`config.mk`:
```
export PLATFORM = sky130hd
export DESIGN_NAME = pm_disc
export DESIGN_NICKNAME = d
export VERILOG_FILES = /design/src/rtl/pm_disc.sv
export SDC_FILE = /design/constraint.sdc
export NUM_CORES = 1
export LEC_CHECK = 0
export ABC_AREA = 1
export BUFFER_PORTS_ARGS = -buffer_cell sky130_fd_sc_hd__buf_2
export CAP_MARGIN = 20
export CORE_MARGIN = 1.5
export CORE_UTILIZATION = 55
export DETAILED_ROUTE_END_ITERATION = 10
export PLACE_DENSITY_LB_ADDON = 0.25
export SYNTH_ARGS = -nofsm -noshare
export SYNTH_HDL_FRONTEND = slang
export SYNTH_SLANG_ARGS = --single-unit
```
`constraint.sdc`:
```
create_clock -name clk -period 5.6 [get_ports clk]
set_input_delay 0.56 -clock clk [delete_from_list [all_inputs] [get_ports clk]]
set_output_delay 0.56 -clock clk [all_outputs]
set_load 0.03 [all_outputs]
```
`src/rtl/pm_disc.sv`:
```
module pm_disc #(
  parameter int SW      = 12,
  parameter int MAX_GAP = 8,
  parameter int MAX_PRE = 7,
  parameter int CW      = 8,
  parameter int CHW     = 8
) (
  input  logic                              clk,
  input  logic                              rst_n,
  input  logic [CHW-1:0]                    chan_id,
  input  logic [$clog2(MAX_GAP+1)-1:0]      cfg_gap,
  input  logic [SW-1:0]                     cfg_thresh,
  input  logic [$clog2(MAX_PRE+1)-1:0]      cfg_pre,
  input  logic [CW-1:0]                     cfg_post,
  input  logic                              smp_valid,
  input  logic [SW-1:0]                     smp_data,
  output logic                              out_valid,
  output logic                              out_hdr,
  output logic                              out_last,
  output logic [2*SW-1:0]                   out_data,
  output logic                              meas_valid,
  output logic [SW-1:0]                     meas_peak,
  output logic [CW:0]                       meas_width
);
  localparam int DW  = 2*SW;
  localparam int TSW = DW - CHW;
  localparam int HD  = (MAX_GAP > MAX_PRE) ? MAX_GAP : MAX_PRE;
  localparam int HW  = (HD > 1) ? $clog2(HD) : 1;
  localparam int PW  = $clog2(MAX_PRE+1);
  localparam int LW  = CW + 1;

  logic [SW-1:0]  hist [HD];
  logic [TSW-1:0] ts;
  logic           busy, hold_v, wide;
  logic [PW-1:0]  pre_r;
  logic [LW-1:0]  len_r, cnt, wcnt;
  logic [SW-1:0]  held, peak;

  wire [PW-1:0]  pre_eff = busy ? pre_r : cfg_pre;
  wire [HW-1:0]  gap_idx = HW'(cfg_gap - 1'b1);
  wire [HW-1:0]  pre_idx = HW'(pre_eff - 1'b1);
  wire [SW-1:0]  tap     = (pre_eff == '0) ? smp_data : hist[pre_idx];

  wire signed [SW:0] diff  = $signed({1'b0, smp_data}) - $signed({1'b0, hist[gap_idx]});
  wire               above = diff > $signed({1'b0, cfg_thresh});
  wire               fire  = smp_valid && !busy && above;
  wire               last  = busy && (cnt == len_r - 1'b1);
  wire               post_s = busy && (cnt >= LW'(pre_r));
  wire               new_pk = post_s && (tap > peak);

  always_ff @(posedge clk) begin
    if (!rst_n) begin
      for (int k = 0; k < HD; k++) hist[k] <= '0;
      ts         <= '0;
      busy       <= 1'b0;
      hold_v     <= 1'b0;
      wide       <= 1'b0;
      pre_r      <= '0;
      len_r      <= '0;
      cnt        <= '0;
      wcnt       <= '0;
      held       <= '0;
      peak       <= '0;
      out_valid  <= 1'b0;
      out_hdr    <= 1'b0;
      out_last   <= 1'b0;
      out_data   <= '0;
      meas_valid <= 1'b0;
      meas_peak  <= '0;
      meas_width <= '0;
    end else begin
      out_valid  <= 1'b0;
      out_hdr    <= 1'b0;
      out_last   <= 1'b0;
      meas_valid <= 1'b0;
      if (smp_valid) begin
        hist[0] <= smp_data;
        for (int k = 1; k < HD; k++) hist[k] <= hist[k-1];
        ts <= ts + 1'b1;
        if (fire) begin
          busy      <= 1'b1;
          pre_r     <= cfg_pre;
          len_r     <= {1'b0, cfg_post} + LW'(cfg_pre);
          cnt       <= LW'(1);
          held      <= tap;
          hold_v    <= 1'b1;
          wide      <= 1'b1;
          wcnt      <= LW'(1);
          peak      <= (cfg_pre == '0) ? tap : '0;
          out_valid <= 1'b1;
          out_hdr   <= 1'b1;
          out_data  <= {chan_id, ts};
        end else if (busy) begin
          cnt <= cnt + 1'b1;
          if (new_pk) peak <= tap;
          if (wide && above) wcnt <= wcnt + 1'b1;
          else               wide <= 1'b0;
          if (hold_v) begin
            out_valid <= 1'b1;
            out_data  <= {held, tap};
            hold_v    <= 1'b0;
          end else if (last) begin
            out_valid <= 1'b1;
            out_data  <= {tap, {SW{1'b0}}};
          end else begin
            held   <= tap;
            hold_v <= 1'b1;
          end
          if (last) begin
            busy       <= 1'b0;
            out_last   <= 1'b1;
            meas_valid <= 1'b1;
            meas_peak  <= new_pk ? tap : peak;
            meas_width <= (wide && above) ? wcnt + 1'b1 : wcnt;
          end
        end
      end
    end
  end
endmodule

```
-- Word-level counts from Yosys, hierarchy flattened
Memory sizes are Yosys's and may differ from the RTL's.
Index checks and enable logic that the tools add are counted.
- memories: 1
- word-level logic and storage cells: 108
- input bits: 50
- flip-flop bits (word level): 121
- memory bits (writable): 96
- output and inout bits: 49
- memory list (name ; words ; width ; rd ports ; clocked after Yosys merged registers in ; write ports ; line ; text):
    hist ; 8 ; 12 ; 9 ; 0 ; 8 ; 32 ; logic [SW-1:0] hist [HD];
- reductions and logical operators: 19
- add/subtract/negate cells: 8
- order comparisons: 3
- multiplexer cells: 45
- equal/unequal tests: 4
- bitwise operators: 12
- operator list (operator ; number):
    $mux W12 ; 17
    $mux W24 ; 4
    $mux W9 ; 5
    $add A9 B1 Y9 const B ; 2
    $mux W1 ; 18
    $add A16 B1 Y16 const B ; 1
    $gt A13 B13 Y1 ; 1
    $sub A12 B12 Y13 ; 1
    $gt A12 B12 Y1 ; 1
    $add A8 B3 Y9 ; 1
    $eq A9 B9 Y1 ; 1
    $ge A9 B3 Y1 ; 1
    $sub A9 B1 Y9 const B ; 1
    $or A1 B1 Y1 ; 8
    $reduce_and A4 Y1 ; 2
    $logic_and A1 B1 Y1 ; 6
    $logic_not A3 Y1 ; 2
    $reduce_and A2 Y1 ; 3
    $reduce_and A3 Y1 ; 2
    $sub A3 B1 Y3 const B ; 2
    $ne A2 B2 Y1 const B ; 2
    $not A1 Y1 ; 4
    $reduce_or A4 Y1 ; 1
    $mux W3 ; 1
    4 further kinds ; 4

-- Longest topological paths before layout
Gate-level depths: netlist (run 1).
An unclocked memory read counts as a cell.
- word-level depth: 9
- depth in mapped cells: 36
- gate-level depth less buffers: 31

-- Least setup slack after synthesis (run 1)
No wires, ideal clock.
- kind: input-to-reg
- from: in cfg_gap[0]
- to: reg peak[0]
- arrival: 4.981 ns
- setup slack: 0.502 ns
- library setup time: 0.117 ns
- required time: 5.483 ns
- buffers on the path: 6
- cell stages on the path: 31
- cells stage by stage: clkbuf_1 inv_2 clkbuf_1 ha_1 clkbuf_1 inv_1 clkbuf_1 a21oi_1 o21ai_0 nand3_1 o21ai_0 ha_1 a21oi_1 nor2_1 a211oi_1 a21boi_0 o21ai_0 xnor2_1 inv_1 ha_1 nand2_1 nor4_1 nand2_1 nand2_1 inv_2 nand3_4 buf_2 buf_2 nand2_1 a21oi_1 nor2_1
- cells in the longest elaborated chain, start to end: 7
- elaborated cells on any way between the ends: 8
- those cells by class: 2 x add/sub; 1 x order compare; 1 x mux; 3 x reduce/logical; 1 x memory
- ends and longest elaborated chain (what ; line ; text):
    start: declaration ; 11 ; input logic [$clog2(MAX_GAP+1)-1:0] cfg_gap,
    $sub A3 B1 Y3 * ; 40 ; wire [HW-1:0] gap_idx = HW'(cfg_gap - 1'b1);
    $mem_v2 Z8 W12 * ; - ;
    $sub A12 B12 Y13 * ; 44 ; wire signed [SW:0] diff = $signed({1'b0, smp_data}) - $signed({1'b0, hist[gap_idx]});
    $gt A13 B13 Y1 * ; 45 ; wire above = diff > $signed({1'b0, cfg_thresh});
    $logic_and A1 B1 Y1 * ; 46 ; wire fire = smp_valid && !busy && above;
    $reduce_bool A2 Y1 (no source line) ; - ;
    $reduce_and A2 Y1 (no source line) ; - ;
    end signal: assignment ; 89 ; peak <= (cfg_pre == '0) ? tap : '0;
    end signal: assignment ; 95 ; if (new_pk) peak <= tap;
    end: declaration ; 37 ; logic [SW-1:0] held, peak;
Mark *: on every way between the ends. The rest lies on a longest branch, timed or not.
A chain may end at the register's enable or synchronous reset.

-- Worst setup path after layout (run 1)
- from: in cfg_gap[0]
- to: reg held[6]
- cells in the longest elaborated chain, start to end: 7
- elaborated cells on any way between the ends: 10
- those cells by class: 2 x add/sub; 1 x order compare; 2 x eq/ne; 1 x mux; 3 x reduce/logical; 1 x memory
- ends and longest elaborated chain (what ; line ; text):
    $sub A3 B1 Y3 * ; 40 ;
    $mem_v2 Z8 W12 * ; - ;
    $sub A12 B12 Y13 * ; 44 ;
    $gt A13 B13 Y1 * ; 45 ;
    $logic_and A1 B1 Y1 * ; 46 ;
    $ne A2 B2 Y1 (no source line) (tied with other cells) ; - ;
    $reduce_and A4 Y1 (no source line) ; - ;
    end signal: assignment ; 85 ; held <= tap;
    end signal: assignment ; 106 ; held <= tap;
    end: declaration ; 37 ;
Marked as above.

==> results of run 1 <==
## kinds of logic (layout without fill, tap and decap cells)
| family | Yosys count | count (layout) | synth area share [%] |
|---|---|---|---|
| simple gates | 756 | 756 | 25.2 |
| compound gates | 389 | 389 | 16.0 |
| buf+inv | 319 | 392 | 10.4 |
| flops | 217 | 217 | 40.8 |
| fa+ha+maj | 53 | 53 | 5.22 |
| xor+xnor | 35 | 35 | 2.42 |
## worst max-delay path, delay by kind of cell
family / cells / cell delay, ns
XOR/XNOR: 1 / 0.15
AO/OA/AOI/OAI: 6 / 1.35
buffers and inverters: 8 / 0.96
adder cells (fa/ha/maj): 3 / 0.91
AND/OR/NAND/NOR: 11 / 1.41
## state kept, by name (all words and copies together), names as in the netlist
name,count
busy,1
cnt,9
held,12
hist,96
hold_v,1
len_r,9
meas_peak,12
meas_valid,1
meas_width,9
out_data,24
out_hdr,1
out_valid,1
peak,12
pre_r,3
ts,16
wcnt,9
wide,1
## metal layers
| metal | wire length [µm] | vias up | part of all wire [%] | global-route usage [%] |
|---|---|---|---|---|
| li1 | - | 5898 | - | - |
| met1 | 15000 | 5426 | 45 | 38.1 |
| met2 | 14600 | 442 | 44 | 42.6 |
| met3 | 2800 | 68 | 8.4 | 4.51 |
| met4 | 1030 | 0 | 3.1 | 9.75 |
| met5 | 0 | - | 0 | 0 |
## through the flow
step	hold slack, ns	utilization, %
after floorplan	0.439	-
after global placement	0.423	58.4
after detailed placement	0.428	58.4
after CTS	0.291	61.8
after global routing	0.351	61.8
final	0.300	61.8
## Yosys cell counts, types with 4 or more instances
| master | n |
|---|---|
| edfxtp_1 | 96 |
| inv_1 | 217 |
| buf_4 | 5 |
| nand3_1 | 116 |
| ha_1 | 51 |
| buf_6 | 13 |
| nand2_2 | 24 |
| inv_2 | 7 |
| xor2_1 | 19 |
| nand3b_1 | 4 |
| xnor2_1 | 15 |
| a21oi_2 | 17 |
| buf_1 | 4 |
| clkbuf_1 | 52 |
| dfxtp_1 | 121 |
| o21ai_1 | 28 |
| buf_2 | 15 |
| a21oi_1 | 149 |
| nor3_1 | 15 |
| o211ai_1 | 11 |
| nand4_1 | 18 |
| nand2_1 | 377 |
| nor2_1 | 179 |
| a31oi_1 | 4 |
| o21ai_0 | 167 |
## worst paths after layout
check	from	end	slack, ns	cells after the start
max reg2reg	busy$_SDFFE_PN0P_	peak[5]$_SDFFE_PN0P_	0.77	22
min	chan_id[1]	out_data[17]$_SDFFE_PN0P_	0.30	5
max	cfg_gap[0]	held[6]$_SDFFE_PN0P_	0.72	29
min reg2reg	meas_width[3]$_SDFFE_PN0P_	meas_width[3]$_SDFFE_PN0P_	0.44	2
## layout make-up
| cell class | instances | share of cell area [%] |
|---|---|---|
| clock buffers | 35 | 4.88 |
| clock inverters | 8 | 0.547 |
| inverters | 229 | 6.02 |
| multi-input cells | 1233 | 44.2 |
| flip-flops and latches | 217 | 36.8 |
| well taps | 319 | 2.77 |
| repair buffers | 120 | 4.83 |
## power by group through the flow
stage | Combinational [mW] | Clock (mW) | Sequential (mW)
after detailed placement | 2.07 | 0 | 1.94
after global routing | 2.38 | 1.65 | 1.93
after global placement | 2.02 | 0 | 1.93
final | 2.11 | 1.58 | 1.91
after CTS | 2.08 | 1.60 | 1.91
after floorplan | 1.51 | 0 | 1.98
==> out/qor.txt, run 1 <==
run status: finished clean
DP HPWL: 22600 µm
peak supply drop: 0.242 mV
setup ws final: 0.720 ns
GRT Total Usage: 27.3%
Netlist Area Pre-Place: 13000 µm²
RSZ-0062 raised after global routing: false
class of the worst hold path: primary input to register
area of the core: 23300 µm²
Critical Path End Type: register
number of max-cap violations: 0
Starting Density: 55.7%
Reg power frac: 34.1%
final setup vio count: 0
Post-synth EDFFs: 96
Slew Viols, Final: 0
number of global-route vias before repair: 10900
PostCTS Resize Cnt: 0
syn_area_per_cell: 7.35 µm²
drt total wl: 33400 µm
Highest Clock Rate: 205 MHz
TritonCTS clock tree: done
# H-tree levels: 1
design area: 14400 µm²
DP Worst Slack: 0.329 ns
share of cells above drive strength 1: 12.4%
Final min period: 4.88 ns
Fin Clk Skew: 0.0208 ns
cell area power density: 388 nW/µm²
first drt pass iteration count: 5
port bufs: 97
die height: 157 µm
Num CTS Buffers: 25
Fin. Hold Viols: 0
Ant. Diodes: 0
Mapped Cells: 1769
Async SR Flop Fraction: 0%
Die X: 157 µm
CTS Hold Bufs: 0
dpl cells: 2118
Final nets: 1929
Post-CTS Repair Setup Buffers: 0
IO Pins: 99
RD Place Congestion: 0.919
Antenna Nets Post-Route: 0
drc violations: 0
Cell Area, Placed: 13600 µm²
via count of the routed design: 11800
combinational fraction of design power: 37.6%
worst slew pin tran: 0.917 ns
CP most frequent cell: nand2_1
floorplan row count: 56
Relative slew margins: 38.5%
syn_nets: 1872
Yosys Warn Count: 0
die area: 24600 µm²
CP Data Required Time: 6.07 ns
initial antenna violation count: 0
net switching power: 2.20 mW
count of unique library cells instantiated by Yosys: 52
crit-path max cell delay: 0.46 ns
CP Class: primary input to register
Root Buffer: clkbuf_16
Internal: 3.40 mW
clk sinks: 217
CP arrival: 5.35 ns
Longest Clk Path Bufs: 3
CTS clk-pin slew, worst paths: 0.06 ns
Yosys top cell by area: edfxtp_1
DR vias/cell: 5.48
first-pass GRT wire length: 53700 µm
fin crit share: 87.1%
most frequent cells in the layout: 374 x nand2_1, 217 x inv_1, 179 x nor2_1
Static Leak: 6.60 nW
commonest non-fill, non-tap cell in the layout: nand2_1
wire per inst: 15.5 µm
sw frac: 39.2%
Non-Filler Instances: 2161
largest net degree at the start of global routing: 93
Multi-input gate area: 6360 µm²
Primary FF master, synth: dfxtp_1
FF/Latch Area: 5310 µm²
Overflow after GRT: 0
Synth area leaders: edfxtp_1 22%, dfxtp_1 19%, nand2_1 11%, o21ai_0 6.4%, inv_1 6.3%
worst skew pair latency: 0.54 ns
crit path max fanout: 25
Pwr Total: 5.60 mW
drt initial violations: 1318
fillers: 2112
crit start category: primary input
synthesis-to-layout area growth: 10.8%
Synth top area share: 22.2%
FF+latch count, synth: 217
slowest cell on the critical path: o21ai_0
setup_tns: 0 ns
clock group share of total power: 28.3%
post-synthesis sequential area ratio: 40.8%
Power figures use the tool's default switching activity.
==> inputs of run 2 (changes only) <==
--- a/config.mk
+++ b/config.mk
@@ -10,6 +10,7 @@
 export CAP_MARGIN = 20
 export CORE_MARGIN = 1.5
 export CORE_UTILIZATION = 55
+export CTS_CLUSTER_SIZE = 25
 export DETAILED_ROUTE_END_ITERATION = 10
 export PLACE_DENSITY_LB_ADDON = 0.25
 export SYNTH_ARGS = -nofsm -noshare
==> constraint.sdc (replaced) <==
create_clock -name clk -period 4.5 [get_ports clk]
set_input_delay 0.45 -clock clk [delete_from_list [all_inputs] [get_ports clk]]
set_output_delay 0.45 -clock clk [all_outputs]
set_load 0.03 [all_outputs]
==> run 2 against run 1 <==
  * Final cell count increased by 2.5%
  * Sequential power grew 25%
  * Critical path depth down 1
  * First-iteration DRC count decreased by 15%
  * Combinational power is 35% higher
  * Non-clock buffer count is 53 higher
  * Setup slack worse by 0.45 ns
  * Clock skew fell by 0.0030 ns
  * Sequential cell count did not move
  * Clock power is 32% higher
  * Critical endpoint is now cnt[4]$_SDFFE_PN0P_
  * Largest power group unchanged
==> out/qor.txt, run 2 (synthesis results as in run 1) <==
Overflow after GRT: 0 (unchanged)
Relative slew margins: 35.9% (-2.6 points)
DP HPWL: 24000 µm (+6.6%)
commonest non-fill, non-tap cell in the layout: nand2_1
hold endpoint: out_data[17]$_SDFFE_PN0P_
Longest Clk Path Bufs: 3 (unchanged)
number of max-cap violations: 0 (unchanged)
Antenna Nets Post-Route: 0 (unchanged)
Hold Path Stages: 5 (unchanged)
peak supply drop: 0.302 mV (+25%)
floorplan row count: 56 (unchanged)
DR vias/cell: 5.47 (-0.17%)
fin crit share: 94.1%
die height: 157 µm (unchanged)
crit start category: primary input
TritonCTS clock tree: done
max reg flops: 96 (unchanged)
Highest Clock Rate: 236 MHz
share of cells above drive strength 1: 15.8% (+3.4 points)
via count of the routed design: 12100 (+2.4%)
clk sinks: 217 (unchanged)
Root Buffer: clkbuf_16
Crit Reg-Reg Endpoint: peak[4]$_SDFFE_PN0P_
CP Data Required Time: 4.95 ns (-1.12 ns)
number of global-route vias before repair: 11100 (+1.7%)
Worst R2R Path Depth: 23 (+4.5%)
Die X: 157 µm (unchanged)
CP Class: primary input to register
cell area power density: 488 nW/µm² (+26%)
initial antenna violation count: 0 (unchanged)
drt total wl: 34600 µm (+3.8%)
drt initial violations: 1124 (-15%)
Top reg by flops: hist
synthesis-to-layout area growth: 15.1%
Ant. Diodes: 0 (unchanged)
worst hold start: chan_id[1]
Critical Path End Type: register
GRT Total Usage: 28.2% (+0.97 points)
die area: 24600 µm² (unchanged)
Slew Viols, Final: 0 (unchanged)
worst skew pair latency: 0.53 ns (about the same)
worst slew pin tran: 0.962 ns (+0.0446 ns)
first drt pass iteration count: 5 (unchanged)
largest registers: hist: 96 flops, out_data: 24 flops, ts: 16 flops
Fin. Hold Viols: 0 (unchanged)
FF-to-FF setup slack: 0.27 ns (-0.50 ns)
Starting Density: 55.7% (unchanged)
# H-tree levels: 1 (unchanged)
wire per inst: 15.6 µm (+1.2%)
Fin Clk Skew: 0.0178 ns (-0.00302 ns)
Num CTS Buffers: 25 (unchanged)
RD Place Congestion: 0.905 (-1.5%)
Final min period: 4.23 ns
area of the core: 23300 µm² (unchanged)
Final Hold Slack: 0.204 ns (-0.0963 ns)
crit path max fanout: 16 (-36%)
first-pass GRT wire length: 55300 µm (+2.9%)
Static Leak: 6.93 nW (+5.0%)
largest net degree at the start of global routing: 93 (unchanged)
Reg-to-Reg Start: busy$_SDFFE_PN0P_
Pwr Total: 7.30 mW (+30%)
CP arrival: 4.68 ns (-0.67 ns)
run status: finished clean
port bufs: 97 (unchanged)
most frequent cells in the layout: 372 x nand2_1, 216 x inv_1, 179 x nor2_1
IO Pins: 99 (unchanged)
class of the worst hold path: primary input to register
drc violations: 0 (unchanged)
CTS Hold Bufs: 0 (unchanged)
final setup vio count: 0 (unchanged)
CTS clk-pin slew, worst paths: 0.06 ns (about the same)
Final nets: 1982 (+2.7%)
==> run 2: worst max path at each step <==
stage,cells past startpoint,slack (ns),to,from
final,28,0.27,cnt[4]$_SDFFE_PN0P_,cfg_gap[0]
after global routing,27,-0.04,out_data[11]$_SDFFE_PN0P_,cfg_gap[0]
after CTS,27,0.10,out_data[10]$_SDFFE_PN0P_,cfg_gap[1]
after detailed placement,27,-0.42,out_data[10]$_SDFFE_PN0P_,cfg_gap[1]
after global placement,27,-0.31,out_data[3]$_SDFFE_PN0P_,cfg_gap[1]
after floorplan,31,0.01,peak[0]$_SDFFE_PN0P_,cfg_gap[0]
==> run 2: layout make-up <==
type                    instances  area [µm²]
multi-input cells            1233        6400
repair buffers                173        1140
well taps                     319         399
flip-flops and latches        217        5310
inverters                     229         873
clock inverters                 7        38.8
fillers                      2005        8360
clock buffers                  38         817
==> run 2: worst max-delay path, stage by stage <==
cell,delay (ns)
buf_2,0.10
inv_2,0.04
ha_1,0.32
buf_4,0.19
buf_6,0.16
o21ai_0,0.10
o21ai_1,0.15
o21ai_0,0.13
ha_1,0.35
a21oi_2,0.16
nor2_1,0.07
a211oi_2,0.17
a21boi_2,0.22
o21ai_0,0.11
xnor2_1,0.17
inv_1,0.06
ha_1,0.27
nand2_1,0.10
nor4_2,0.31
nand2_1,0.11
nand2_2,0.13
inv_2,0.07
nand3_1,0.10
nand2_2,0.14
inv_4,0.13
buf_12,0.15
nand2_1,0.06
a21oi_1,0.14
==> run 2: through the flow <==
step	setup WS, ns	TNS [ns]	area (µm²)	instances	utilization (%)
6_report	0.266	0	15000	2216	64.2
5_1_grt	-0.0382	-0.549	15000	2216	64.2
4_1_cts	0.104	0	14900	2215	64.0
3_5_place_dp	-0.421	-30.62	14100	2170	60.3
3_3_place_gp	-0.309	-20.38	14100	2170	60.3
2_1_floorplan	0.0112	0	13000	1769	-
==> run 2: metal layers <==
| layer | GRT usage, % | wire (µm) | share of wire [%] | vias up |
|---|---|---|---|---|
| li1 | - | - | - | 6015 |
| met2 | 44.5 | 15600 | 45 | 438 |
| met4 | 8.16 | 846 | 2.4 | 0 |
| met5 | 0 | 0 | 0 | - |
| met3 | 4.24 | 2760 | 8.0 | 57 |
| met1 | 40.1 | 15500 | 45 | 5605 |
==> run 2: what timing repair did <==
item                       4_1_cts  5_1_grt
buffers inserted                 0        1
resized for setup                0       15
setup endpoints to repair        0       94
==> run 2: where the power goes <==
part           internal [mW]  switching [mW]  total, mW
combinational          0.998            1.85       2.84
clock                   1.25           0.835       2.08
sequential              2.25           0.131       2.38
